<file path="src/rtl/wpsd_pkg.sv">
package wpsd_pkg;

   // Position of the detector inside the current load period
   typedef enum logic [3:0] {
      ST_IDLE,   // no write yet in this period
      ST_E1,     // first key seen
      ST_E2,     // second key seen
      ST_UNL,    // arming code complete, data follows
      ST_D3,     // disarm prefix byte seen
      ST_D4,     // first key repeated
      ST_D5,     // second key repeated
      ST_DIS,    // disarming code complete, data follows
      ST_DATA    // ordinary data period, no recognition
   } wpsd_state_e;

   // Per-write decode of the code steps
   typedef struct packed {
      logic key1;    // first key at primary address
      logic key2;    // second key at secondary address
      logic arm;     // arming final byte at primary address
      logic pre;     // disarm prefix byte at primary address
      logic disarm;  // disarming final byte at primary address
   } wpsd_hit_t;

endpackage

</file>
<file path="src/rtl/wpsd_match.sv">
module wpsd_match
   import wpsd_pkg::*;
#(
   parameter int                  ADDR_W = 13,
   parameter int                  DATA_W = 8,
   parameter int                  CMP_W  = ADDR_W,
   parameter logic [ADDR_W-1:0]   ADDR_P = 13'h1555,
   parameter logic [ADDR_W-1:0]   ADDR_S = 13'h0AAA,
   parameter logic [DATA_W-1:0]   KEY1   = 8'hAA,
   parameter logic [DATA_W-1:0]   KEY2   = 8'h55,
   parameter logic [DATA_W-1:0]   ARM    = 8'hA0,
   parameter logic [DATA_W-1:0]   PRE    = 8'h80,
   parameter logic [DATA_W-1:0]   DISARM = 8'h20
) (
   input  logic [ADDR_W-1:0] addr,
   input  logic [DATA_W-1:0] data,
   output wpsd_hit_t         hit
);

   logic on_p;
   logic on_s;

   generate
      if (CMP_W == ADDR_W) begin : g_full_cmp
         assign on_p = (addr == ADDR_P);
         assign on_s = (addr == ADDR_S);
      end else begin : g_part_cmp
         assign on_p = (addr[CMP_W-1:0] == ADDR_P[CMP_W-1:0]);
         assign on_s = (addr[CMP_W-1:0] == ADDR_S[CMP_W-1:0]);
      end
   endgenerate

   always_comb begin
      hit.key1   = on_p && (data == KEY1);
      hit.key2   = on_s && (data == KEY2);
      hit.arm    = on_p && (data == ARM);
      hit.pre    = on_p && (data == PRE);
      hit.disarm = on_p && (data == DISARM);
   end

endmodule

</file>
<file path="src/rtl/wpsd_fsm.sv">
module wpsd_fsm
   import wpsd_pkg::*;
(
   input  logic        clk,
   input  logic        rst_n,
   input  logic        stb,
   input  logic        load_end,
   input  wpsd_hit_t   hit,
   output logic        cmd_byte,
   output wpsd_state_e st_after
);

   wpsd_state_e st_q;

   // State after the current strobe, before the period boundary
   always_comb begin
      st_after = st_q;
      cmd_byte = 1'b0;
      if (stb) begin
         case (st_q)
            ST_IDLE: begin
               if (hit.key1) begin st_after = ST_E1; cmd_byte = 1'b1; end
               else          st_after = ST_DATA;
            end
            ST_E1: begin
               if (hit.key2) begin st_after = ST_E2; cmd_byte = 1'b1; end
               else          st_after = ST_DATA;
            end
            ST_E2: begin
               if (hit.arm)      begin st_after = ST_UNL; cmd_byte = 1'b1; end
               else if (hit.pre) begin st_after = ST_D3;  cmd_byte = 1'b1; end
               else              st_after = ST_DATA;
            end
            ST_D3: begin
               if (hit.key1) begin st_after = ST_D4; cmd_byte = 1'b1; end
               else          st_after = ST_DATA;
            end
            ST_D4: begin
               if (hit.key2) begin st_after = ST_D5; cmd_byte = 1'b1; end
               else          st_after = ST_DATA;
            end
            ST_D5: begin
               if (hit.disarm) begin st_after = ST_DIS; cmd_byte = 1'b1; end
               else            st_after = ST_DATA;
            end
            default: st_after = st_q;
         endcase
      end
   end

   always_ff @(posedge clk or negedge rst_n) begin
      if (!rst_n)        st_q <= ST_IDLE;
      else if (load_end) st_q <= ST_IDLE;
      else               st_q <= st_after;
   end

endmodule

</file>
<file path="src/rtl/wpsd_flag.sv">
module wpsd_flag
   import wpsd_pkg::*;
(
   input  logic        clk,
   input  logic        rst_n,
   input  logic        load_end,
   input  wpsd_state_e st_after,
   output logic        protect,
   output logic        commit_ok
);

   logic code_done;
   logic prot_q;

   assign code_done = (st_after == ST_UNL) || (st_after == ST_DIS);
   assign commit_ok = load_end && (!prot_q || code_done);
   assign protect   = prot_q;

   always_ff @(posedge clk or negedge rst_n) begin
      if (!rst_n) begin
         prot_q <= 1'b0;
      end else if (load_end) begin
         if (st_after == ST_UNL)      prot_q <= 1'b1;
         else if (st_after == ST_DIS) prot_q <= 1'b0;
      end
   end

endmodule

</file>
<file path="src/rtl/wprot_seq_det.sv">
module wprot_seq_det
   import wpsd_pkg::*;
#(
   parameter int                  ADDR_W = 13,
   parameter int                  DATA_W = 8,
   parameter int                  CMP_W  = ADDR_W,
   parameter logic [ADDR_W-1:0]   ADDR_P = 13'h1555,
   parameter logic [ADDR_W-1:0]   ADDR_S = 13'h0AAA,
   parameter logic [DATA_W-1:0]   KEY1   = 8'hAA,
   parameter logic [DATA_W-1:0]   KEY2   = 8'h55,
   parameter logic [DATA_W-1:0]   ARM    = 8'hA0,
   parameter logic [DATA_W-1:0]   PRE    = 8'h80,
   parameter logic [DATA_W-1:0]   DISARM = 8'h20
) (
   input  logic              clk,
   input  logic              rst_n,
   input  logic              wr_stb,
   input  logic [ADDR_W-1:0] wr_addr,
   input  logic [DATA_W-1:0] wr_data,
   input  logic              load_end,
   output logic              protect_o,
   output logic              commit_ok,
   output logic              store_mask
);

   generate
      if (ADDR_W < 2) begin : g_bad_addr_w
         $error("wprot_seq_det: ADDR_W must be at least 2");
      end
      if (CMP_W < 1 || CMP_W > ADDR_W) begin : g_bad_cmp_w
         $error("wprot_seq_det: CMP_W must lie in 1..ADDR_W");
      end
      if (ADDR_P[CMP_W-1:0] == ADDR_S[CMP_W-1:0]) begin : g_bad_addr
         $error("wprot_seq_det: code addresses must differ in compared bits");
      end
      if (ARM == PRE) begin : g_bad_branch
         $error("wprot_seq_det: arming and disarm prefix bytes must differ");
      end
   endgenerate

   wpsd_hit_t   hit;
   wpsd_state_e st_after;
   logic        cmd_byte;

   wpsd_match #(
      .ADDR_W(ADDR_W), .DATA_W(DATA_W), .CMP_W(CMP_W),
      .ADDR_P(ADDR_P), .ADDR_S(ADDR_S),
      .KEY1(KEY1), .KEY2(KEY2), .ARM(ARM), .PRE(PRE), .DISARM(DISARM)
   ) u_match (
      .addr (wr_addr),
      .data (wr_data),
      .hit  (hit)
   );

   wpsd_fsm u_fsm (
      .clk      (clk),
      .rst_n    (rst_n),
      .stb      (wr_stb),
      .load_end (load_end),
      .hit      (hit),
      .cmd_byte (cmd_byte),
      .st_after (st_after)
   );

   wpsd_flag u_flag (
      .clk       (clk),
      .rst_n     (rst_n),
      .load_end  (load_end),
      .st_after  (st_after),
      .protect   (protect_o),
      .commit_ok (commit_ok)
   );

   assign store_mask = cmd_byte;

endmodule

</file>
<file path="config.mk">
export PLATFORM = sky130hd
export DESIGN_NAME = wprot_seq_det
export DESIGN_NICKNAME = d
export VERILOG_FILES = /design/src/rtl/wpsd_pkg.sv /design/src/rtl/wpsd_match.sv /design/src/rtl/wpsd_fsm.sv /design/src/rtl/wpsd_flag.sv /design/src/rtl/wprot_seq_det.sv
export SDC_FILE = /design/constraint.sdc
export NUM_CORES = 1
export LEC_CHECK = 0
export BUFFER_PORTS_ARGS = -buffer_cell sky130_fd_sc_hd__buf_2
export CAP_MARGIN = 25
export CELL_PAD_IN_SITES_DETAIL_PLACEMENT = 0
export CELL_PAD_IN_SITES_GLOBAL_PLACEMENT = 2
export CORE_ASPECT_RATIO = 1.75
export CORE_MARGIN = 8
export CORE_UTILIZATION = 25
export CTS_CLUSTER_SIZE = 20
export DETAILED_ROUTE_END_ITERATION = 6
export GPL_TIMING_DRIVEN = 0
export PLACE_DENSITY = 0.75
export SYNTH_ARGS = -nofsm -noshare
export SYNTH_HDL_FRONTEND = slang
export SYNTH_SLANG_ARGS = --single-unit
</file>
<file path="constraint.sdc">
create_clock -name clk -period 2.3 [get_ports clk]
set_input_delay 0.345 -clock clk [delete_from_list [all_inputs] [get_ports clk]]
set_output_delay 0.345 -clock clk [all_outputs]
set_load 0.05 [all_outputs]
</file>
# Word-level counts from Yosys, hierarchy flattened
# Cells that the tools add are included.
# word_totals
inputBits,25
reg_bits,5
output_inout_bits,3
elab_cells,49
# classes
eq_ne,14
n_reduce_logical,14
muxes,19
# op_table
cell,count
2-to-1 mux 4 bit,9
"== test 8 bit, second input constant",3
case mux 4 bit (6 select lines),1
"== test 4 x 3 -> 1 bit, second input constant",4
"== test 13 x 12 -> 1 bit, second input constant",1
"== test 13 bit, second input constant",1
"== test 4 x 2 -> 1 bit, second input constant",2
"== test 8 x 6 -> 1 bit, second input constant",1
"== test 8 x 7 -> 1 bit, second input constant",1
2-to-1 mux 1 bit,8
logical AND 1 bit,6
"== test 4 x 1 -> 1 bit, second input constant",1
zero test 4 bit,1
case mux 1 bit (4 select lines),1
OR reduction 2 bit,2
logical OR 1 bit,2
AND reduction 2 bit,1
nonzero test 2 bit,1
zero test 1 bit,1

# Longest topological paths before layout
# Gate-level depths: netlist of run 1.
# depth
ltp_word,10
ltp_mapped,6
ltp_nobuf,5

# Hierarchy
# From an unflattened synthesis of run 1, not the netlist that was laid out.
# hier_totals
hier_cells,67
area_unflattened_um2,555.5
# modules_own_cells
module,instances,area_per_inst_um2,seq_area_each_um2,cells_each
wpsd_fsm,1,302.8,100.1,37
wpsd_match,1,190.2,0.0,24
wpsd_flag,1,62.6,25.0,6

# Least setup slack after synthesis of run 1
# OpenSTA, ideal clock, no wires.
# synth_path
path_kind,input-to-output
from,in wr_data[1]
to,out store_mask
stages,5
arrival_time_ps,2311
required_time_ps,1955
setup_slack_ps,-356
cell_sequence,or3_1 -> or4_4 -> nor4_1 -> a21oi_1 -> a21oi_1
# synth_between
elab_chain_cells,6
word_cells_on_any_way,17
classes_between,eq/ne: 5; mux: 7; reduce/logical: 5
# synth_lines
element,line_no,rtl
"start, declared",wprot_seq_det.sv:19,"input logic [DATA_W-1:0] wr_data,"
== test 8 bit,wpsd_match.sv:37,hit.pre = on_p && (data == PRE);
logical AND 1 bit,wpsd_match.sv:37,
2-to-1 mux 1 bit,wpsd_fsm.sv:31,else if (hit.pre) begin st_after = ST_D3; cmd_byte = 1'b1; end
2-to-1 mux 1 bit,wpsd_fsm.sv:30,if (hit.arm) begin st_after = ST_UNL; cmd_byte = 1'b1; end
case mux 1 bit (4 select lines) (*),wpsd_fsm.sv:20,case (st_q)
2-to-1 mux 1 bit (*),wpsd_fsm.sv:19,if (stb) begin
"end, declared",wprot_seq_det.sv:23,output logic store_mask
# Every way passes the cells marked *; elsewhere a longest branch is shown, timed or not.

# Worst setup path in the final report of run 1
# Ends and elaborated chain as after synthesis.

==> results of run 1 <==
==> power breakdown <==
| part | internal [mW] | switching, mW | total [mW] |
|---|---|---|---|
| sequential | 0.0912 | 0.00180 | 0.0930 |
| clock | 0.119 | 0.0473 | 0.167 |
| combinational | 0.0436 | 0.0464 | 0.0900 |
==> placed cells by master (no fill, tap or decap), drive strengths merged, types with 2 or more instances in the layout <==
| cell type | n |
|---|---|
| inv | 2 |
| a21oi | 6 |
| nand4 | 4 |
| nand2b | 4 |
| nand2 | 3 |
| or4 | 2 |
| clkbuf | 6 |
| nor4b | 6 |
| nor2 | 10 |
| nor3b | 2 |
| and4bb | 2 |
| nand3 | 2 |
| buf | 33 |
| dfrtp | 5 |
| o31ai | 3 |
| nor4 | 3 |
==> final cells by class <==
cell class / count / area, um2
fill: 263 / 1440
multi-input combinational: 68 / 574
timing repair buffer: 34 / 228
sequential: 5 / 125
clock buffer: 4 / 45.0
tap: 26 / 32.5
buffer: 2 / 8.76
inverter: 2 / 7.51
==> critical path: stages <==
cell	delay, ps
buf_8	100
or3_4	380
or4_4	580
nor4_4	160
a21oi_2	50
a21oi_2	150
buf_6	170
==> repair_timing <==
item	4_1_cts	5_1_grt
resized for setup	13	12
setup buffers	4	2
cloned	0	0
setup endpoints to repair	2	2
hold endpoints to repair	5	0
hold buffers	1	0
pin swaps	3	3
==> layer usage <==
layer	up-vias	part of all wire [%]	global-route usage, %
met5	-	0	0
met4	0	2.3	5.86
met3	7	9.0	1.96
met2	30	55	20.2
met1	358	34	10.4
li1	388	-	-
==> state kept, by name, summed over array words and instances (netlist names) <==
| signal | flops |
|---|---|
| u_fsm.st_q | 4 |
| u_flag.protect | 1 |
==> through the flow <==
stage               hold slack, ps  setup WS [ps]
floorplan                     49.4          -63.4
global placement               156           -171
detailed placement             161           -208
CTS                            350         0.0255
global route                   378          -44.1
finish                         358           16.7
==> worst paths after layout <==
kind / slack [ps] / end / cells past startpoint / start
setup / recovery: 20 / store_mask / 7 / wr_data[1]
hold / removal: 360 / u_fsm.st_q[1]$_DFF_PN0_ / 2 / load_end
setup reg to reg: 420 / u_fsm.st_q[0]$_DFF_PN0_ / 5 / u_fsm.st_q[1]$_DFF_PN0_
hold reg to reg: 660 / u_flag.protect$_DFFE_PN0P_ / 3 / u_flag.protect$_DFFE_PN0P_
max in group asynchronous: 1710 / u_fsm.st_q[2]$_DFF_PN0_ / 2 / rst_n
min in group asynchronous: 470 / u_fsm.st_q[0]$_DFF_PN0_ / 2 / rst_n
==> kinds of logic after synthesis <==
| family | Yosys count | synth area share (%) |
|---|---|---|
| AOI/OAI and AO/OA | 21 | 24.8 |
| buffers and inverters | 4 | 2.33 |
| DFF | 5 | 19.4 |
| and+or+nand+nor | 47 | 53.5 |
==> impl_metrics.py, run 1 <==
metrics = {
    "logic_synthesis": {
        "ys_seq_elements": 5,
        "ys.flop_type": "dfrtp_1",
        "synthTopCellsByArea": "dfrtp_1, nor4b_1, nor2_1",
        "netlist_instances": 77,
        "synth_edf_count": 0,
        "synth_area_leader_cell": "dfrtp_1",
        "syn-cell-area_um2": 646,
        "syn_area_per_cell_um2": 8.38,
        "ys_warn_count": 0,
        "synthArstFlopShare_pct": 100,
        "synth_cell_type_count": 38,
        "syn_nets": 102,
        "synth.top_cell.area_share_pct": 19.4,
        "synth_common_cells": "nor2_1, a21oi_1, nor4b_1",
        "seq_area_frac_synth_pct": 19.4,
        "yosysMostFrequentCell": "nor2_1",
    },
    "floorplan": {
        "die_y_um": 83.2,
        "die_area_um2": 4530,
        "initial_core_util_pct": 26.2,
        "coreArea_um2": 2460,
        "ioPinCount": 28,
        "die_x_um": 54.4,
        "rows": 24,
    },
    "placement": {
        "dp_hpwl_mm": 1.92,
        "gp_congestion": 0.783,
        "placed_cells": 130,
        "placed_cell_area_um2": 820,
        "numPortBuffers": 27,
    },
    "clocking": {
        "clockBufferDepth": 2,
        "clk_latency_ps": 230,
        "cts_max_level": 1,
        "numClockSinks": 5,
        "cts_root_buf": "clkbuf_8",
        "clk_pin_slew_worst_paths_ps": 40,
        "numCtsBuffers": 3,
        "cts_tree": "done",
    },
    "critical_path": {
        "criticalPathCategory": "in2out",
        "startpoint_type": "primary input",
        "cp_max_fo": 3,
        "critPathArrivalTime_ps": 1940,
        "cp-end-kind": "output pin",
        "required_ps": 1960,
    },
    "global_routing": {
        "grt_pass1_wl_mm": 3.78,
        "grt.total_usage_pct": 11.0,
        "grt_start_max_net_pins": 11,
        "grt_antenna_before_repair": 0,
        "grt_overflow_total": 0,
        "first_global_vias": 820,
    },
    "detailed_routing": {
        "drt-initial-drc-count": 14,
        "drt-total-wl_mm": 2.44,
        "wire_per_inst_um": 17.3,
        "vias": 783,
        "drtPass1Iterations": 4,
        "drc_errors": 0,
        "viasPerCell": 5.55,
        "ant_nets": 0,
    },
    "sta": {
        "max_freq_mhz": 438,
        "slew_headroom_pct": 62.8,
        "rsz0062_at_grt": "true",
        "drv_slew": 0,
        "worst_slew_pin_slew_ps": 558,
        "fin_crit_sh_pct": 99.3,
        "fin_crit_ps": 2280,
        "skew_ps": 2.51,
        "setup_viol": 0,
        "setup_tns_ps": 0,
        "hold_viol": 0,
    },
    "status": {
        "status": "completed",
    },
    "pwr": {
        "ir_drop_mv": 0.360,
        "p_leak_nw": 0.434,
        "fin_total_pwr_mw": 0.350,
        "power_density_nw_per_um2": 342,
    },
    "finish": {
        "drive_gt1_share_pct": 49.6,
        "areaGrowthSynthToFinish_pct": 58.1,
        "final_nets": 141,
        "final_cells": 141,
        "antenna_cells": 0,
        "final_util_pct": 41.5,
        "fin_area_um2": 1020,
    },
    "run": {
        "drv_cap": 0,
    },
    "min_path": {
        "hp-class": "in2reg",
    },
}
(Power assumes the default switching activity.)
==> inputs of run 2 (changes only) <==
clock period = 2.2 ns   (was 2.3 ns; I/O delays follow)
==> run 2 against run 1 <==
The run now ends with negative setup slack left; worst setup slack got worse by 70 ps; global-route usage hardly changed; first-iteration DRC count fell by 14%; hold slack worse by 12 ps; clock skew is 2.1 ps higher; sequential share of layout area down 0.25 points; utilization grew 0.86 points; clock power up 2%; routed wire length grew 1.7%; register-to-register slack got worse by 130 ps; critical path type unchanged; largest cell class unchanged.
==> impl_metrics.py, run 2 (synthesized netlist as in run 1, its figures left out) <==
metrics = {
    "detailed_routing": {
        "drc_errors": 0,
        "drtPass1Iterations": 4,
        "vias": 770,
        "drt-total-wl_mm": 2.48,
        "topRoutingLayerUsed": "met4",
        "wl_met2_mm": 1.42,
        "wl_met1_um": 835,
        "wire_per_inst_um": 17.6,
        "wl_met3_um": 184,
        "ant_nets": 0,
        "drt-initial-drc-count": 12,
        "viasPerCell": 5.46,
    },
    "floorplan": {
        "coreArea_um2": 2460,
        "die_y_um": 83.2,
        "rows": 24,
        "ioPinCount": 28,
        "die_area_um2": 4530,
        "die_x_um": 54.4,
        "initial_core_util_pct": 26.2,
    },
    "clocking": {
        "clockBufferDepth": 2,
        "cts_max_level": 1,
        "cts_root_buf": "clkbuf_8",
        "numClockSinks": 5,
        "clk_latency_ps": 220,
        "numCtsBuffers": 3,
        "cts_tree": "done",
        "clk_pin_slew_worst_paths_ps": 40,
    },
    "sta": {
        "setup_viol": 1,
        "timing.final.ws_setup_ps": -53.7,
        "worst_slew_pin_slew_ps": 502,
        "slew_headroom_pct": 66.5,
        "whs_ps": 346,
        "rsz0062_at_grt": "true",
        "hold_viol": 0,
        "fin_crit_ps": 2250,
        "max_freq_mhz": 444,
        "skew_ps": 4.61,
        "drv_slew": 0,
        "fin_crit_sh_pct": 102,
    },
    "min_path": {
        "hp-class": "in2reg",
    },
    "critical_path": {
        "required_ps": 1870,
        "cp_max_fo": 2,
        "startpoint_type": "primary input",
        "cp-end-kind": "output pin",
        "critPathArrivalTime_ps": 1920,
        "criticalPathCategory": "in2out",
    },
    "finish": {
        "final_util_pct": 42.3,
        "antenna_cells": 0,
        "regMostFlops": "u_fsm.st_q",
        "final_cells": 141,
        "areaGrowthSynthToFinish_pct": 61.4,
        "seq_area_um2": 125,
        "final_nets": 141,
        "largest_reg_flops": 4,
        "drive_gt1_share_pct": 47.8,
        "mostFrequentLayoutCells": "buf_2, nor2_1, buf_6, buf_4",
        "final.fill_count": 255,
        "multi_input_area_um2": 577,
        "fin_area_um2": 1040,
        "final_common_cell": "buf_2",
    },
    "placement": {
        "placed_cell_area_um2": 820,
        "dp_hpwl_mm": 1.92,
        "gp_congestion": 0.783,
        "placed_cells": 130,
        "numPortBuffers": 27,
    },
    "pwr": {
        "p_leak_nw": 0.440,
        "power_density_nw_per_um2": 353,
        "fin_total_pwr_mw": 0.368,
        "ir_drop_mv": 0.359,
    },
    "global_routing": {
        "grt_pass1_wl_mm": 3.81,
        "grt.total_usage_pct": 11.1,
        "grt_antenna_before_repair": 0,
        "first_global_vias": 827,
        "grt_overflow_total": 0,
        "grt_start_max_net_pins": 11,
    },
    "status": {
        "status": "finished with violations",
        "violations": "negative setup slack",
    },
    "run": {
        "drv_cap": 0,
    },
}
-- run 2: stage by stage --
| step | setup TNS [ps] | setup slack, ps |
|---|---|---|
| CTS | -63.4 | -63.4 |
| finish | -53.7 | -53.7 |
| global placement | -454 | -241 |
| global route | -223 | -141 |
| floorplan | -133 | -133 |
| detailed placement | -536 | -278 |
-- run 2: power by group --
group          total, mW  internal [mW]  switching (mW)
clock network      0.171          0.125          0.0469
logic             0.0995         0.0499          0.0496
registers         0.0972         0.0953         0.00187
-- run 2: repair_timing --
item                                   CTS  global route
resized for setup                       16            12
setup endpoints to repair                2             2
hold buffers                             1             0
pin swaps                                3             5
endpoints found under the hold margin    5             0
setup buffers                            6             0
-- run 2: worst paths after layout --
| check | start | end | slack, ps | cells after the start |
|---|---|---|---|---|
| min in group asynchronous | rst_n | u_fsm.st_q[0]$_DFF_PN0_ | 450 | 2 |
| worst max-delay path | wr_addr[0] | store_mask | -50 | 7 |
| worst min register to register | u_flag.protect$_DFFE_PN0P_ | u_flag.protect$_DFFE_PN0P_ | 690 | 3 |
| worst min-delay path | load_end | u_fsm.st_q[1]$_DFF_PN0_ | 350 | 2 |
| worst max register to register | u_fsm.st_q[2]$_DFF_PN0_ | u_fsm.st_q[0]$_DFF_PN0_ | 290 | 5 |
| max in group asynchronous | rst_n | u_fsm.st_q[2]$_DFF_PN0_ | 1610 | 2 |
-- run 2: critical path: stages --
cell and delay, ps:
buf_6 90, or4bb_1 500, or4_4 450, nor4_2 150, a21oi_1 80, a21oi_2 150, buf_6 170
-- run 2: final cells by class --
type / count / share of cell area, %
sequential: 5 / 12.0
buffer: 2 / 0.720
timing repair buffer: 34 / 23.8
inverter: 2 / 0.720
multi-input combinational: 68 / 55.3
tap: 26 / 3.12
clock buffer: 4 / 4.32
-- run 2: layer usage --
metal  vias up  global-route usage (%)
met3         5                    1.96
met1       353                    10.6
met5         -                       0
met4         0                    5.86
met2        26                    20.1
li1        386                       -
==> inputs of run 3 (changes only) <==
CTS_BUF_LIST = sky130_fd_sc_hd__clkbuf_16   (was not set)
SKIP_LAST_GASP = 1   (was not set)
==> run 3 against run 2 <==
The flow still finishes with violations (negative setup slack); worst setup slack improved by 1.1 ps; via count rose by 0.78%; non-clock buffer count did not move; critical path depth did not move; flip-flop and latch count did not move; routed wire length fell by 2.5%; combinational power fell by 3.9%; clock power rose by 72%; hold slack got worse by 4.7 ps; critical endpoint unchanged; largest cell class unchanged; largest power group unchanged; highest routed layer is now met3.
==> impl_metrics.py, run 3 (synthesized netlist as in run 1, its figures left out) <==
metrics = {
    "clocking": {
        "clk_pin_slew_worst_paths_ps": 30,
        "cts_tree": "done",
        "cts_max_level": 1,
        "numClockSinks": 5,
        "clockBufferDepth": 2,
        "clk_latency_ps": 230,
        "cts_root_buf": "clkbuf_16",
        "numCtsBuffers": 3,
    },
    "floorplan": {
        "die_x_um": 54.4,
        "initial_core_util_pct": 26.2,
        "ioPinCount": 28,
        "die_area_um2": 4530,
        "rows": 24,
        "die_y_um": 83.2,
        "coreArea_um2": 2460,
    },
    "pwr": {
        "internal_power_mw": 0.377,
        "power_density_nw_per_um2": 460,
        "power_frac_seq_pct": 20.0,
        "swShare_pct": 22.7,
        "p_leak_nw": 0.455,
        "pwr-share-clk_pct": 60.4,
        "p_switching_mw": 0.110,
        "ir_drop_mv": 0.508,
        "pwr-share-comb_pct": 19.6,
    },
    "global_routing": {
        "first_global_vias": 825,
        "grt_pass1_wl_mm": 3.81,
        "grt_antenna_before_repair": 0,
        "grt_overflow_total": 0,
        "grt_start_max_net_pins": 11,
        "grt.total_usage_pct": 11.0,
    },
    "detailed_routing": {
        "drtPass1Iterations": 4,
        "ant_nets": 0,
        "viasPerCell": 5.50,
        "drt-total-wl_mm": 2.42,
        "drt-initial-drc-count": 13,
        "vias": 776,
        "wire_per_inst_um": 17.1,
        "drc_errors": 0,
    },
    "run": {
        "drv_cap": 0,
    },
    "sta": {
        "max_freq_mhz": 444,
        "timing.final.ws_setup_ps": -52.5,
        "slew_headroom_pct": 62.8,
        "fin_crit_ps": 2250,
        "skew_ps": 1.87,
        "setup_tns_ps": -79.3,
        "setup_viol": 2,
        "whs_ps": 341,
        "fin_crit_sh_pct": 102,
        "hold_viol": 0,
        "worst_slew_pin_slew_ps": 558,
        "drv_slew": 0,
        "rsz0062_at_grt": "true",
    },
    "critical_path": {
        "crit_slowest_cell": "or4bb_1",
        "required_ps": 1870,
        "criticalPathCategory": "in2out",
        "critPathArrivalTime_ps": 1920,
        "cp-end-kind": "output pin",
        "regToRegSetupSlack_ps": 310,
        "startpoint_type": "primary input",
        "crit_chain": "buf_6, or4bb_1, or4_4, nor4_4, a21oi_2, a21oi_2, buf_6",
        "cp-startpoint": "wr_addr[0]",
        "cp_max_fo": 2,
        "r2r-start": "u_fsm.st_q[1]$_DFF_PN0_",
        "cpPeakStageDelay_ps": 500,
    },
    "min_path": {
        "hold_start": "load_end",
        "hp-class": "in2reg",
    },
    "finish": {
        "regMostFlops": "u_fsm.st_q",
        "mostFrequentLayoutCells": "buf_2, nor2_1, buf_4, dfrtp_1",
        "final.fill_count": 253,
        "final_nets": 141,
        "areaGrowthSynthToFinish_pct": 64.1,
        "drive_gt1_share_pct": 49.6,
        "final_common_cell": "buf_2",
        "antenna_cells": 0,
        "largest_reg_flops": 4,
        "final_cells": 141,
    },
    "placement": {
        "placed_cells": 130,
        "numPortBuffers": 27,
        "gp_congestion": 0.783,
        "dp_hpwl_mm": 1.92,
    },
    "status": {
        "status": "finished with violations",
        "violations": "negative setup slack",
    },
}
-- run 3: layout make-up --
cell class | instances | area (um2) | area share, %
Inverter | 2 | 7.51 | 0.708
Buffer | 2 | 8.76 | 0.826
Sequential cell | 5 | 125 | 11.8
Tap cell | 26 | 32.5 | 3.07
Clock buffer | 3 | 75.1 | 7.08
Clock inverter | 1 | 3.75 | 0.354
Timing Repair Buffer | 34 | 224 | 21.1
Multi-Input combinational cell | 68 | 583 | 55.0
-- run 3: power groups by stage --
stage	Clock, mW	Combinational, mW	Sequential [mW]
final	0.294	0.0956	0.0972
after global routing	0.308	0.105	0.0974
after CTS	0.301	0.0900	0.0971
after detailed placement	0	0.0779	0.0983
after global placement	0	0.0774	0.0982
after floorplan	0	0.0372	0.0976
-- run 3: timing repair --
item,4_1_cts,5_1_grt
endpoints found under the setup margin,2,2
hold buffers,1,0
gates cloned,0,0
buffers inserted,6,0
gates resized for setup,13,13
pin swaps,3,2
hold endpoints to repair,5,0
-- run 3: routing by layer --
metal | vias to the layer above | part of all wire, % | global-route usage [%]
li1 | 387 | - | -
met1 | 362 | 34 | 10.7
met2 | 27 | 58 | 20.4
met3 | 0 | 8.1 | 1.96
met4 | 0 | 0 | 4.50
met5 | - | 0 | 0
-- run 3: worst max-delay path: cells and delay by family --
family	cells	cell delay [ps]
AND/OR/NAND/NOR	3	1120
AO/OA/AOI/OAI	2	200
buffers and inverters	2	260
-- run 3: worst paths after layout --
path / end / cells after the start
setup / recovery: store_mask / 7
hold / removal: u_fsm.st_q[1]$_DFF_PN0_ / 2
setup reg to reg: u_fsm.st_q[0]$_DFF_PN0_ / 5
hold reg to reg: u_flag.protect$_DFFE_PN0P_ / 3
max in group asynchronous: u_fsm.st_q[2]$_DFF_PN0_ / 2
min in group asynchronous: u_fsm.st_q[0]$_DFF_PN0_ / 2
-- run 3: metrics by stage --
stage / worst slack, ps / utilization (%) / total power [mW] / cell area [um2]
CTS: -129 / 41.1 / 0.488 / 1010
global route: -122 / 43.0 / 0.510 / 1060
floorplan: -133 / - / 0.135 / 652
global placement: -241 / 33.3 / 0.176 / 820
finish: -52.5 / 43.0 / 0.487 / 1060
detailed placement: -278 / 33.3 / 0.176 / 820
